### src/rtl/bb_pkg.sv
package bb_pkg;
  typedef enum logic [1:0] {
    ERR_NONE  = 2'd0,
    ERR_ALIGN = 2'd1,
    ERR_GUARD = 2'd2
  } bb_err_e;

  typedef enum logic [1:0] {
    ST_IDLE  = 2'd0,
    ST_READ  = 2'd1,
    ST_MERGE = 2'd2,
    ST_WRITE = 2'd3
  } bb_state_e;
endpackage

### src/rtl/bb_lane.sv
module bb_lane #(
  parameter int DATA_W = 32,
  localparam int BYTES = DATA_W / 8,
  localparam int OFF_W = $clog2(BYTES)
) (
  input  logic [OFF_W-1:0]  off,
  input  logic [1:0]        size,
  input  logic              big_endian,
  output logic [OFF_W-1:0]  shift_bytes,
  output logic [DATA_W-1:0] lane_mask,
  output logic              misaligned
);
  int nb;

  always_comb begin
    nb = 1 << size;
    misaligned = (int'(size) > OFF_W) || ((int'(off) & (nb - 1)) != 0);
    if (big_endian) shift_bytes = OFF_W'(BYTES - nb - int'(off));
    else            shift_bytes = off;
    for (int i = 0; i < BYTES; i++)
      lane_mask[8*i +: 8] = (i < nb) ? 8'hFF : 8'h00;
  end
endmodule

### src/rtl/bb_load_fmt.sv
module bb_load_fmt #(
  parameter int DATA_W = 32,
  localparam int OFF_W = $clog2(DATA_W / 8)
) (
  input  logic [DATA_W-1:0] word,
  input  logic [OFF_W-1:0]  shift_bytes,
  input  logic [1:0]        size,
  input  logic              sgn,
  input  logic [DATA_W-1:0] lane_mask,
  output logic [DATA_W-1:0] result
);
  logic [DATA_W-1:0] rot;
  int sh;
  int top;

  always_comb begin
    sh  = 8 * int'(shift_bytes);
    rot = (word >> sh) | (word << (DATA_W - sh));
    top = (8 << size) - 1;
    if (top > DATA_W - 1) top = DATA_W - 1;
    result = rot & lane_mask;
    if (sgn && rot[top]) result = result | ~lane_mask;
  end
endmodule

### src/rtl/bb_store_merge.sv
module bb_store_merge #(
  parameter int DATA_W = 32,
  localparam int OFF_W = $clog2(DATA_W / 8)
) (
  input  logic [DATA_W-1:0] old_word,
  input  logic [DATA_W-1:0] wdata,
  input  logic [OFF_W-1:0]  shift_bytes,
  input  logic [DATA_W-1:0] lane_mask,
  output logic [DATA_W-1:0] merged
);
  int sh;

  always_comb begin
    sh     = 8 * int'(shift_bytes);
    merged = (old_word & ~(lane_mask << sh)) | ((wdata & lane_mask) << sh);
  end
endmodule

### src/rtl/byte_bridge.sv
module byte_bridge #(
  parameter int ADDR_W = 32,
  parameter int DATA_W = 32,
  localparam int OFF_W = $clog2(DATA_W / 8),
  localparam int WADDR_W = ADDR_W - OFF_W
) (
  input  logic               clk,
  input  logic               rst,
  input  logic               big_endian,
  input  logic [ADDR_W-1:0]  guard_limit,
  input  logic               req_valid,
  output logic               req_ready,
  input  logic               req_write,
  input  logic [1:0]         req_size,
  input  logic               req_signed,
  input  logic [ADDR_W-1:0]  req_addr,
  input  logic [DATA_W-1:0]  req_wdata,
  output logic               rsp_valid,
  output logic [DATA_W-1:0]  rsp_rdata,
  output logic [1:0]         rsp_err,
  output logic               mem_en,
  output logic               mem_we,
  output logic [WADDR_W-1:0] mem_addr,
  output logic [DATA_W-1:0]  mem_wdata,
  input  logic [DATA_W-1:0]  mem_rdata
);
  import bb_pkg::*;

  bb_state_e         state;
  logic              c_write, c_sgn, c_be;
  logic [1:0]        c_size;
  logic [OFF_W-1:0]  c_off;
  logic [DATA_W-1:0] c_wdata;

  logic [OFF_W-1:0]  rq_shift, cp_shift;
  logic [DATA_W-1:0] rq_mask, cp_mask;
  logic              rq_mis, cp_mis;
  logic [DATA_W-1:0] load_val, merge_val;
  logic              accept, guard_hit, full_store;

  bb_lane #(.DATA_W(DATA_W)) u_lane_req (
    .off(req_addr[OFF_W-1:0]), .size(req_size), .big_endian(big_endian),
    .shift_bytes(rq_shift), .lane_mask(rq_mask), .misaligned(rq_mis));

  bb_lane #(.DATA_W(DATA_W)) u_lane_cap (
    .off(c_off), .size(c_size), .big_endian(c_be),
    .shift_bytes(cp_shift), .lane_mask(cp_mask), .misaligned(cp_mis));

  bb_load_fmt #(.DATA_W(DATA_W)) u_load (
    .word(mem_rdata), .shift_bytes(cp_shift), .size(c_size), .sgn(c_sgn),
    .lane_mask(cp_mask), .result(load_val));

  bb_store_merge #(.DATA_W(DATA_W)) u_merge (
    .old_word(mem_rdata), .wdata(c_wdata), .shift_bytes(cp_shift),
    .lane_mask(cp_mask), .merged(merge_val));

  assign req_ready  = (state == ST_IDLE);
  assign accept     = req_valid && req_ready;
  assign guard_hit  = req_addr < guard_limit;
  assign full_store = req_write && (int'(req_size) == OFF_W);

  always_ff @(posedge clk) begin
    if (rst) begin
      state     <= ST_IDLE;
      rsp_valid <= 1'b0;
      rsp_rdata <= '0;
      rsp_err   <= ERR_NONE;
      mem_en    <= 1'b0;
      mem_we    <= 1'b0;
      mem_addr  <= '0;
      mem_wdata <= '0;
      c_write   <= 1'b0;
      c_sgn     <= 1'b0;
      c_be      <= 1'b0;
      c_size    <= '0;
      c_off     <= '0;
      c_wdata   <= '0;
    end else begin
      rsp_valid <= 1'b0;
      mem_en    <= 1'b0;
      mem_we    <= 1'b0;
      unique case (state)
        ST_IDLE: if (accept) begin
          c_write <= req_write;
          c_sgn   <= req_signed;
          c_be    <= big_endian;
          c_size  <= req_size;
          c_off   <= req_addr[OFF_W-1:0];
          c_wdata <= req_wdata;
          if (guard_hit || rq_mis) begin
            rsp_valid <= 1'b1;
            rsp_rdata <= '0;
            rsp_err   <= guard_hit ? ERR_GUARD : ERR_ALIGN;
          end else begin
            mem_en    <= 1'b1;
            mem_we    <= full_store;
            mem_addr  <= req_addr[ADDR_W-1:OFF_W];
            mem_wdata <= req_wdata;
            state     <= full_store ? ST_WRITE : ST_READ;
          end
        end
        ST_READ:  state <= ST_MERGE;
        ST_MERGE: begin
          if (c_write) begin
            mem_en    <= 1'b1;
            mem_we    <= 1'b1;
            mem_wdata <= merge_val;
            state     <= ST_WRITE;
          end else begin
            rsp_valid <= 1'b1;
            rsp_rdata <= load_val;
            rsp_err   <= ERR_NONE;
            state     <= ST_IDLE;
          end
        end
        ST_WRITE: begin
          rsp_valid <= 1'b1;
          rsp_rdata <= '0;
          rsp_err   <= ERR_NONE;
          state     <= ST_IDLE;
        end
        default: state <= ST_IDLE;
      endcase
    end
  end
endmodule

### config.mk
export PLATFORM = sky130hd
export DESIGN_NAME = byte_bridge
export DESIGN_NICKNAME = d
export VERILOG_FILES = /design/src/rtl/bb_pkg.sv /design/src/rtl/bb_lane.sv /design/src/rtl/bb_load_fmt.sv /design/src/rtl/bb_store_merge.sv /design/src/rtl/byte_bridge.sv
export SDC_FILE = /design/constraint.sdc
export NUM_CORES = 1
export LEC_CHECK = 0
export ABC_AREA = 1
export BUFFER_PORTS_ARGS = -buffer_cell sky130_fd_sc_hd__buf_2
export CORE_MARGIN = 8
export CORE_UTILIZATION = 53
export CTS_CLUSTER_DIAMETER = 200
export CTS_CLUSTER_SIZE = 25
export DETAILED_ROUTE_END_ITERATION = 16
export GPL_TIMING_DRIVEN = 0
export PLACE_DENSITY = 0.81
export SLEW_MARGIN = 20
export SYNTH_ARGS = -nofsm -noshare
export SYNTH_HDL_FRONTEND = slang
export SYNTH_SLANG_ARGS = --single-unit
### constraint.sdc
create_clock -name clk -period 4.85 [get_ports clk]
set_input_delay 0.7275 -clock clk [delete_from_list [all_inputs] [get_ports clk]]
set_output_delay 0.7275 -clock clk [all_outputs]
set_load 0.01 [all_outputs]
Word level (Yosys, flattened, before mapping)

Cells that the tools add are included.
Widths: inputs -> output; s select.

Flip-flop bits (word level): 140
Logic and storage cells: 106

Add/subtract/negate cells: 5
Magnitude comparators: 8
Eq/ne operators: 9
Shift-type cells: 7
Mux-type cells: 39
Bitwise logic cells: 10
Reductions and logical operators: 14

Operator list:

| cell                  | number |
|---|---|
| $mux 32               | 8 |
| $and 32x32->32        | 3 |
| $or 32x32->32         | 3 |
| $pmux 32 s3           | 1 |
| $lt 3x32->1 const A   | 2 |
| $not 32->32           | 2 |
| $pmux 32 s2           | 1 |
| $shl 1x2->32 const A  | 2 |
| $shl 32x5->32         | 2 |
| $sub 32x2->32 const B | 2 |
| $and 3x32->32         | 1 |
| $gt 32x6->1 const B   | 1 |
| $lt 1x32->1 const A   | 1 |
| $lt 2x32->1 const A   | 1 |
| $lt 32x32->1          | 1 |
| $lt 32x7->1 const B   | 1 |
| $mux 8                | 4 |
| $reduce_bool 32->1    | 1 |
| $shl 32x32->32        | 1 |
| $shl 4x2->32 const A  | 1 |
| $shr 32x5->32         | 1 |
| $mux 2                | 9 |
| $mux 1                | 10 |
| $pmux 2 s4            | 1 |
| 21 further kinds      | 32 |

Longest topological paths before layout

Gate-level depths: netlist (run 1).

Depth in word-level cells: 14
Mapped depth: 26

By module

From an unflattened synthesis (run 1), not the netlist that was laid out.

Cell total of the unflattened synthesis: 1804
Area total of the unflattened synthesis: 10980.5 µm²

Modules (own cells, without submodules):

| module         | instances | cells each | area each (µm²) | seq. area each (µm²) |
|---|---|---|---|---|
| byte_bridge    | 1         | 987        | 6806.5          | 2802.7 |
| bb_load_fmt    | 1         | 368        | 1935.6          | 0.0 |
| bb_store_merge | 1         | 341        | 1520.2          | 0.0 |
| bb_lane        | 2         | 54         | 359.1           | 0.0 |

Worst setup path after synthesis (run 1)

OpenSTA, ideal clock, no wires.

Kind: register to register
Start: register c_size[1]
End: register rsp_rdata[22]
Arrival time: 3420 ps
Data required time: 4786 ps
Slack: 1366 ps
Stages on the path, launching flop included: 25
Buffers on the path: 7
Period minus slack after synthesis: 3484 ps
Cells stage by stage: dfxtp_1 > buf_6 > nor2_1 > inv_2 > buf_2 > ha_1 > inv_1 > nand3_2 > nand3_1 > nand2_2 > nand2_2 > buf_6 > inv_4 > buf_6 > buf_6 > ha_1 > nor2_1 > buf_2 > inv_1 > clkbuf_1 > o311ai_0 > nand3_1 > nand2_1 > nand2_1 > nor2_1

Longest elaborated chain between the ends: 14

RTL lines:

| element                                    | RTL line           | RTL |
|---|---|---|
| start: declaration                         | byte_bridge.sv:31  | `logic [1:0] c_size;` |
| start signal: assignment                   | byte_bridge.sv:87  | `c_size <= req_size;` |
| $shl 1x2->32                               | bb_lane.sv:16      | `nb = 1 << size;` |
| $sub 1x2->2                                | bb_lane.sv:18      | `if (big_endian) shift_bytes = OFF_W'(BYTES - nb - int'(off));` |
| $sub 2x2->2                                | bb_lane.sv:18      |  |
| $mux 2                                     | bb_lane.sv:18      |  |
| $sub 6x5->7                                | bb_load_fmt.sv:18  | `rot = (word >> sh) \| (word << (DATA_W - sh));` |
| $shl 32x32->32                             | bb_load_fmt.sv:18  |  |
| $or 32x32->32                              | bb_load_fmt.sv:18  |  |
| $bmux 1 s5                                 | bb_load_fmt.sv:22  | `if (sgn && rot[top]) result = result \| ~lane_mask;` |
| $mux 1 (not written as such) (2 in series) | bb_load_fmt.sv:22  |  |
| $logic_and 1x1->1                          | bb_load_fmt.sv:22  |  |
| $mux 32 (*)                                | bb_load_fmt.sv:22  |  |
| $mux 32 (*)                                | byte_bridge.sv:104 | `if (c_write) begin` |
| $pmux 32 s3 (*)                            | byte_bridge.sv:82  | `unique case (state)` |
| end signal: assignment                     | byte_bridge.sv:111 | `rsp_rdata <= load_val;` |
| end: declaration                           | byte_bridge.sv:19  | `output logic [DATA_W-1:0] rsp_rdata,` |

Mark *: on every way between the ends. The rest lies on a longest branch, timed or not. The select of a mux whose other input is x is not followed.
A chain may end at the register's enable or synchronous reset.

Worst setup path after layout (run 1)

Start: register c_size[1]
End: register rsp_rdata[6]

Same word-level chain as after synthesis.

==> impl_metrics.py, run 1 <==
metrics = {
    "status": {
        "status": "complete, no violations",
    },
    "floorplan": {
        "die_x_um": 141.2,
        "io_pins": 236,
        "dieArea_sq_mm": 0.01993,
        "die_h_um": 141.2,
        "coreArea_sq_mm": 0.01526,
        "start_util": 0.5442,
        "row_count": 45,
    },
    "grt": {
        "grt_pass1_vias": 9485,
        "grt.met3_usage": 0.09251,
        "grtUsageMet2": 0.5141,
        "overflow": 0,
        "grt_pass1_wl_um": 51280,
        "grtUsageTotal": 0.3257,
        "antenna_found_initial": 3,
        "grt_use_met1": 0.3971,
        "grt.busiest_layer": "met2",
        "grt_max_degree": 17,
    },
    "yosys": {
        "ys.flop_type": "dfxtp_1",
        "synthArstFlopShare": 0,
        "synth-edff-count": 0,
        "yosysWarnings": 0,
        "syn_area_sq_mm": 0.008304,
        "synth_cells": 1300,
        "synth_nets": 1469,
        "synth-seq-cells": 140,
        "ys_types": 38,
        "ys_seq_area_frac": 0.3375,
        "syn_area_per_cell_sq_um": 6.388,
    },
    "timing": {
        "slew_headroom": 0.2455,
        "post-route-period-util": 0.9493,
        "rsz0062_at_grt": "false",
        "fin_tns_setup_ns": 0,
        "hold_ws_ns": 0.4394,
        "period_minus_slack_ns": 4.604,
        "fin_skew_ns": 0.009465,
        "slew_viol_final": 0,
        "clock.fmax_mhz": 217.2,
        "setup_viol": 0,
        "worst_slew_pin_slew_ns": 1.128,
        "hold_viol": 0,
    },
    "worst_hold_path": {
        "hold_class": "register to register",
    },
    "critical_path": {
        "worstPathMaxFanout": 10,
        "required_ns": 5.22,
        "cp-end-kind": "register",
        "slowest_stage": "clkbuf_1",
        "arrival_ns": 4.97,
        "crit_family": "buffers and inverters",
        "crit_type": "register to register",
        "worstPathCellList": "buf_6, nor2_1, inv_2, buf_2, ha_1, inv_1, nand2_1, nand2_2, buf_4, buf_2, buf_2, ha_1, nor2_1, buf_2, clkbuf_1, nand3_1, o311ai_0, a21oi_1, nor2_1",
        "cp_common_cell": "buf_2",
        "crit_buf_inv": 9,
        "start_kind": "register",
        "slowest_delay_ns": 0.51,
    },
    "clock_tree": {
        "clk_latency_ns": 0.43,
        "numCtsBuffers": 17,
        "cts.sinks": 140,
        "cts-root-buf": "clkbuf_16",
        "path_clk_slew_ns": 0.07,
        "hold_buffers": 0,
        "max-clock-path-buffers": 2,
        "cts_tree": "yes",
        "htree_levels": 4,
    },
    "drt": {
        "wl_um": 33010,
        "drc": 0,
        "firstDrtPassIters": 7,
        "drtIter0Drc": 1217,
        "ant_nets": 0,
        "via_per_inst": 5.654,
        "wire_per_inst_um": 18.53,
        "vias": 10070,
    },
    "place": {
        "gp_congestion": 1.035,
        "hpwl_um": 25610,
        "port_buffers": 235,
    },
    "layout": {
        "syn2layout_area_growth_pct": 24.69,
        "nets": 1723,
        "drive_gt1_frac": 0.2119,
        "multiInputGateArea_sq_mm": 0.004513,
        "final_util": 0.6786,
        "nFillCells": 1444,
        "seq_area_sq_mm": 0.002803,
    },
    "power_and_ir_drop": {
        "power_switching_mw": 1.277,
        "p_comb_frac": 0.274,
        "swShare": 0.3536,
        "pwr-share-seq": 0.354,
        "irDropWorstVdd_mv": 0.2674,
        "p_per_area_mw_per_mm2": 348.9,
        "power.internal_mw": 2.335,
        "p_leak_nw": 5.149,
        "p_clk_frac": 0.372,
    },
    "run": {
        "max_cap_violations": 0,
    },
}
-- placed cells by master (no fill, tap or decap), drive strengths merged, types with 22 or more instances in the layout --
master / n
nand2: 279
buf: 277
nor2: 187
o21ai: 164
inv: 160
dfxtp: 140
a21oi: 109
nand3: 78
clkbuf: 57
ha: 33
o22ai: 22
-- layout make-up --
cell class,instances,area share
antenna,3,0.0007250
clock inverter,15,0.01716
buffer,82,0.03903
clock buffer,17,0.04108
multi-input combinational,925,0.4358
timing repair buffer,235,0.1136
sequential,140,0.2707
tap,211,0.02550
inverter,153,0.05643
-- power by group through the flow --
stage                     sequential [mW]  clock (mW)  combinational [mW]
after global routing                 1.29        1.40                1.08
after floorplan                      1.33           0               0.567
after global placement               1.30           0               0.941
after CTS                            1.28        1.35               0.957
after detailed placement             1.30           0               0.950
final                                1.28        1.34               0.990
-- final timing paths --
check / cells past startpoint / end / slack, ns / startpoint
worst min-delay path: 2 / mem_addr[14]$_SDFFE_PP0P_ / 0.44 / mem_addr[14]$_SDFFE_PP0P_
worst max register to register: 19 / rsp_rdata[6]$_SDFFE_PP0P_ / 0.25 / c_size[1]$_SDFFE_PP0P_
worst max-delay path: 19 / rsp_rdata[6]$_SDFFE_PP0P_ / 0.25 / c_size[1]$_SDFFE_PP0P_
worst min register to register: 2 / mem_addr[14]$_SDFFE_PP0P_ / 0.44 / mem_addr[14]$_SDFFE_PP0P_
-- cell usage after synthesis, types with 4 or more instances --
cell       instances  share of area
buf_4              6         0.0054
o21ai_1           18          0.011
nand3_1           75          0.045
o22ai_1           22          0.017
nand2_2           11         0.0083
inv_1            147          0.066
nand2_1          267           0.12
o2111ai_1          9         0.0095
o21ai_0          145          0.087
a21oi_1          109          0.066
dfxtp_1          140           0.34
nand4_1            6         0.0045
clkbuf_1          40          0.018
buf_2             29          0.017
o211ai_1          11         0.0099
ha_1              33          0.050
nor2_1           186          0.084
buf_6              5         0.0068
a31oi_1           11         0.0083
o21bai_1           4         0.0036
-- flip-flops by register name (all words and copies together), names as in the netlist --
name / cells
c_be: 1
c_off: 2
c_sgn: 1
c_size: 2
c_wdata: 32
c_write: 1
mem_addr: 30
mem_en: 1
mem_wdata: 32
mem_we: 1
rsp_err: 2
rsp_rdata: 32
rsp_valid: 1
state: 2
-- repair_timing --
action,in CTS,in global routing
buffers inserted,0,0
endpoints found under the setup margin,0,1
resized for setup,0,1
-- per-layer routing --
metal | vias up | part of all wire
met5 | - | 0
met4 | 0 | 0.047
met3 | 124 | 0.11
met2 | 638 | 0.44
met1 | 4539 | 0.39
li1 | 4769 | -
-- kinds of logic after synthesis --
kind of cell | synth area share
compound gates | 0.2186
simple gates | 0.2751
buf+inv | 0.1190
flops | 0.3375
fa+ha+maj | 0.04972
-- tightest hold or removal path, cell delays in order (launching register included) --
cell,delay (ns)
dfxtp_1,0.31
inv_1,0.04
a21oi_1,0.05
-- stage by stage --
step | cells | power [mW] | setup slack (ns) | area [sq um]
4_1_cts | 1778 | 3.584 | 0.3104 | 10350
2_1_floorplan | 1300 | 1.893 | 1.366 | 8304
6_report | 1781 | 3.612 | 0.2459 | 10350
3_5_place_dp | 1746 | 2.252 | 0.3162 | 9744
5_1_grt | 1781 | 3.763 | 0.01224 | 10350
3_3_place_gp | 1746 | 2.240 | 0.2669 | 9744
(Power assumes the default switching activity.)
==> run 2, diff against run 1 <==
- ABC_AREA: 1 -> not set
==> impl_metrics.py, run 2 <==
metrics = {
    "status": {
        "status": "complete, no violations",
    },
    "grt": {
        "overflow": 0,
        "antenna_found_initial": 1,
        "grt_pass1_vias": 9645,
        "grtUsageTotal": 0.3493,
        "grt_max_degree": 24,
        "grt_pass1_wl_um": 55000,
    },
    "yosys": {
        "synth_top_area_frac": 0.3284,
        "synth.most_common_cell": "nand2_1",
        "syn_area_sq_mm": 0.008533,
        "yosys.area.top_type": "dfxtp_1",
        "ys_seq_area_frac": 0.3284,
        "synth.area.top_cells": "dfxtp_1 33%, nand2_1 8.1%, a21oi_1 7.2%, ha_1 4.8%, nand3_1 3.9%",
        "synth_cells": 1107,
        "ys.flop_type": "dfxtp_1",
        "netlist_top_cells_count": "185 x nand2_1, 140 x dfxtp_1, 122 x a21oi_1",
        "synth-seq-cells": 140,
        "yosysWarnings": 0,
        "synthArstFlopShare": 0,
        "ys_types": 62,
        "syn_area_per_cell_sq_um": 7.708,
        "synth-edff-count": 0,
        "synth_nets": 1276,
    },
    "critical_path": {
        "slowest_stage": "mux2_2",
        "crit_family": "buffers and inverters",
        "arrival_ns": 5.01,
        "r2r_start": "c_size[0]$_SDFFE_PP0P_",
        "crit_type": "register to register",
        "crit_buf_inv": 9,
        "cp-startpoint": "c_size[0]$_SDFFE_PP0P_",
        "slowest_delay_ns": 0.34,
        "start_kind": "register",
        "required_ns": 5.14,
        "worstPathMaxFanout": 19,
        "cp_common_cell": "clkbuf_2",
        "worstPathCellList": "clkbuf_2, nor2_2, inv_1, clkbuf_2, clkbuf_4, ha_1, mux2_2, inv_2, buf_4, ha_4, buf_2, clkinv_2, nand2_4, o21ai_0, mux2_2, o21ai_4, clkbuf_2, o32ai_1",
        "cp-end-kind": "register",
    },
    "timing": {
        "fin_tns_setup_ns": 0,
        "rsz0062_at_grt": "false",
        "fin_skew_ns": 0.008621,
        "slew_viol_final": 0,
        "hold_viol": 0,
        "post-route-period-util": 0.9736,
        "setup_viol": 0,
        "worst_slew_pin_slew_ns": 0.8521,
        "period_minus_slack_ns": 4.722,
        "clock.fmax_mhz": 211.8,
        "slew_headroom": 0.4310,
        "timing.final.ws_setup_ns": 0.1281,
    },
    "worst_hold_path": {
        "min_from": "rsp_rdata[19]$_SDFFE_PP0P_",
        "hold_class": "register to register",
    },
    "power_and_ir_drop": {
        "irDropWorstVdd_mv": 0.2422,
        "p_leak_nw": 4.615,
        "p_per_area_mw_per_mm2": 320.0,
    },
    "place": {
        "hpwl_um": 28750,
        "post-place-ws_ns": -2.024,
        "place_area_sq_mm": 0.009980,
        "dp.cells": 1558,
        "gp_congestion": 0.9907,
        "port_buffers": 235,
    },
    "layout": {
        "nFillCells": 1380,
        "seq_area_sq_mm": 0.002803,
        "layoutNonFillerInstCount": 1591,
        "top_regs": "c_wdata: 32 flops, mem_wdata: 32 flops, rsp_rdata: 32 flops",
        "final_common_cell": "buf_2",
        "multiInputGateArea_sq_mm": 0.005221,
        "layout_common_cells": "240 x buf_2, 184 x nand2_1, 140 x dfxtp_1",
        "syn2layout_area_growth_pct": 24.97,
        "nets": 1530,
        "drive_gt1_frac": 0.2511,
        "design_area_sq_mm": 0.01066,
    },
    "drt": {
        "ant_nets": 0,
        "drc": 0,
        "wl_um": 36490,
        "wire_per_inst_um": 22.93,
        "drtIter0Drc": 1327,
        "via_per_inst": 6.375,
        "vias": 10140,
        "firstDrtPassIters": 8,
    },
    "floorplan": {
        "coreArea_sq_mm": 0.01583,
        "dieArea_sq_mm": 0.02042,
        "die_h_um": 142.9,
        "die_x_um": 142.9,
        "start_util": 0.5391,
        "row_count": 46,
        "io_pins": 236,
    },
    "clock_tree": {
        "clk_latency_ns": 0.43,
        "htree_levels": 4,
        "numCtsBuffers": 17,
        "cts_tree": "yes",
        "path_clk_slew_ns": 0.07,
        "cts.sinks": 140,
        "hold_buffers": 0,
        "max-clock-path-buffers": 2,
        "cts-root-buf": "clkbuf_16",
    },
    "run": {
        "max_cap_violations": 0,
    },
}
-- run 2: cell count changes after synthesis, sizes merged, moves of 17 or more --
cell | previous run | this run
a221oi | 0 | 17
buf | 42 | 17
clkbuf | 40 | 81
inv | 152 | 54
mux2 | 0 | 33
nand2 | 279 | 185
nor2 | 187 | 25
nor2b | 0 | 34
o211ai | 11 | 32
o21ai | 164 | 65
-- run 2: metal layers --
layer  vias to the layer above  GRT usage  routed length (um)
met3                       124    0.08147                4147
met2                       684     0.5438               16210
li1                       4575          -                   -
met1                      4760     0.4533               14630
met5                         -          0                   0
met4                         0     0.1499                1500
-- run 2: power by group --
part / internal (mW) / total, mW / leakage [nW] / switching, mW
clock network: 0.675 / 1.27 / 0.262 / 0.591
logic: 0.303 / 0.898 / 3.21 / 0.595
registers: 1.20 / 1.25 / 1.14 / 0.0453
total: 2.18 / 3.41 / 4.62 / 1.23
-- run 2: final timing paths --
kind / to / slack, ns / cells past startpoint
max: rsp_rdata[29]$_SDFFE_PP0P_ / 0.13 / 18
min: rsp_rdata[19]$_SDFFE_PP0P_ / 0.45 / 2
max reg2reg: rsp_rdata[29]$_SDFFE_PP0P_ / 0.13 / 18
min reg2reg: rsp_rdata[19]$_SDFFE_PP0P_ / 0.45 / 2
-- run 2: cell type report --
| type | instances | area share |
|---|---|---|
| Timing Repair Buffer | 239 | 0.1131 |
| Multi-Input combinational cell | 813 | 0.4896 |
| Inverter | 56 | 0.02030 |
| Clock buffer | 18 | 0.04024 |
| Tap cell | 216 | 0.02534 |
| Buffer | 94 | 0.03590 |
| Antenna cell | 1 | 0.0002347 |
| Clock inverter | 14 | 0.01244 |
| Sequential cell | 140 | 0.2628 |
-- run 2: per-stage QoR --
step	total power [mW]	utilization	hold slack (ns)
after floorplan	1.770	-	0.4366
after global placement	2.104	0.6305	0.4383
after detailed placement	2.113	0.6305	0.4415
after CTS	3.356	0.6692	0.4515
after global routing	3.522	0.6738	0.4729
final	3.413	0.6738	0.4487
-- run 2: cells by family (layout without fill, tap and decap cells) --
group	after synthesis	after routing	synth area share
buf+inv	154	421	0.06980
simple gates	344	344	0.1820
fa+ha+maj	33	33	0.04839
xor+xnor	1	1	0.001027
flops	140	140	0.3284
compound gates	386	386	0.3037
other cells	0	1	0
mux	49	49	0.06671
-- run 2: worst reg2reg max path: cells and delay by family, from the launching register on --
kind / cells / cell delay, ns
fa+ha+maj: 2 / 0.46
simple gates: 2 / 0.48
buf+inv: 9 / 2.10
mux: 2 / 0.66
compound gates: 3 / 0.53
flops: 1 / 0.33
-- run 2: repair_timing --
item                                    CTS  global route
pin swaps                                 1             2
buffers inserted                          0             4
endpoints found under the setup margin   39            31
resized for setup                        18             8
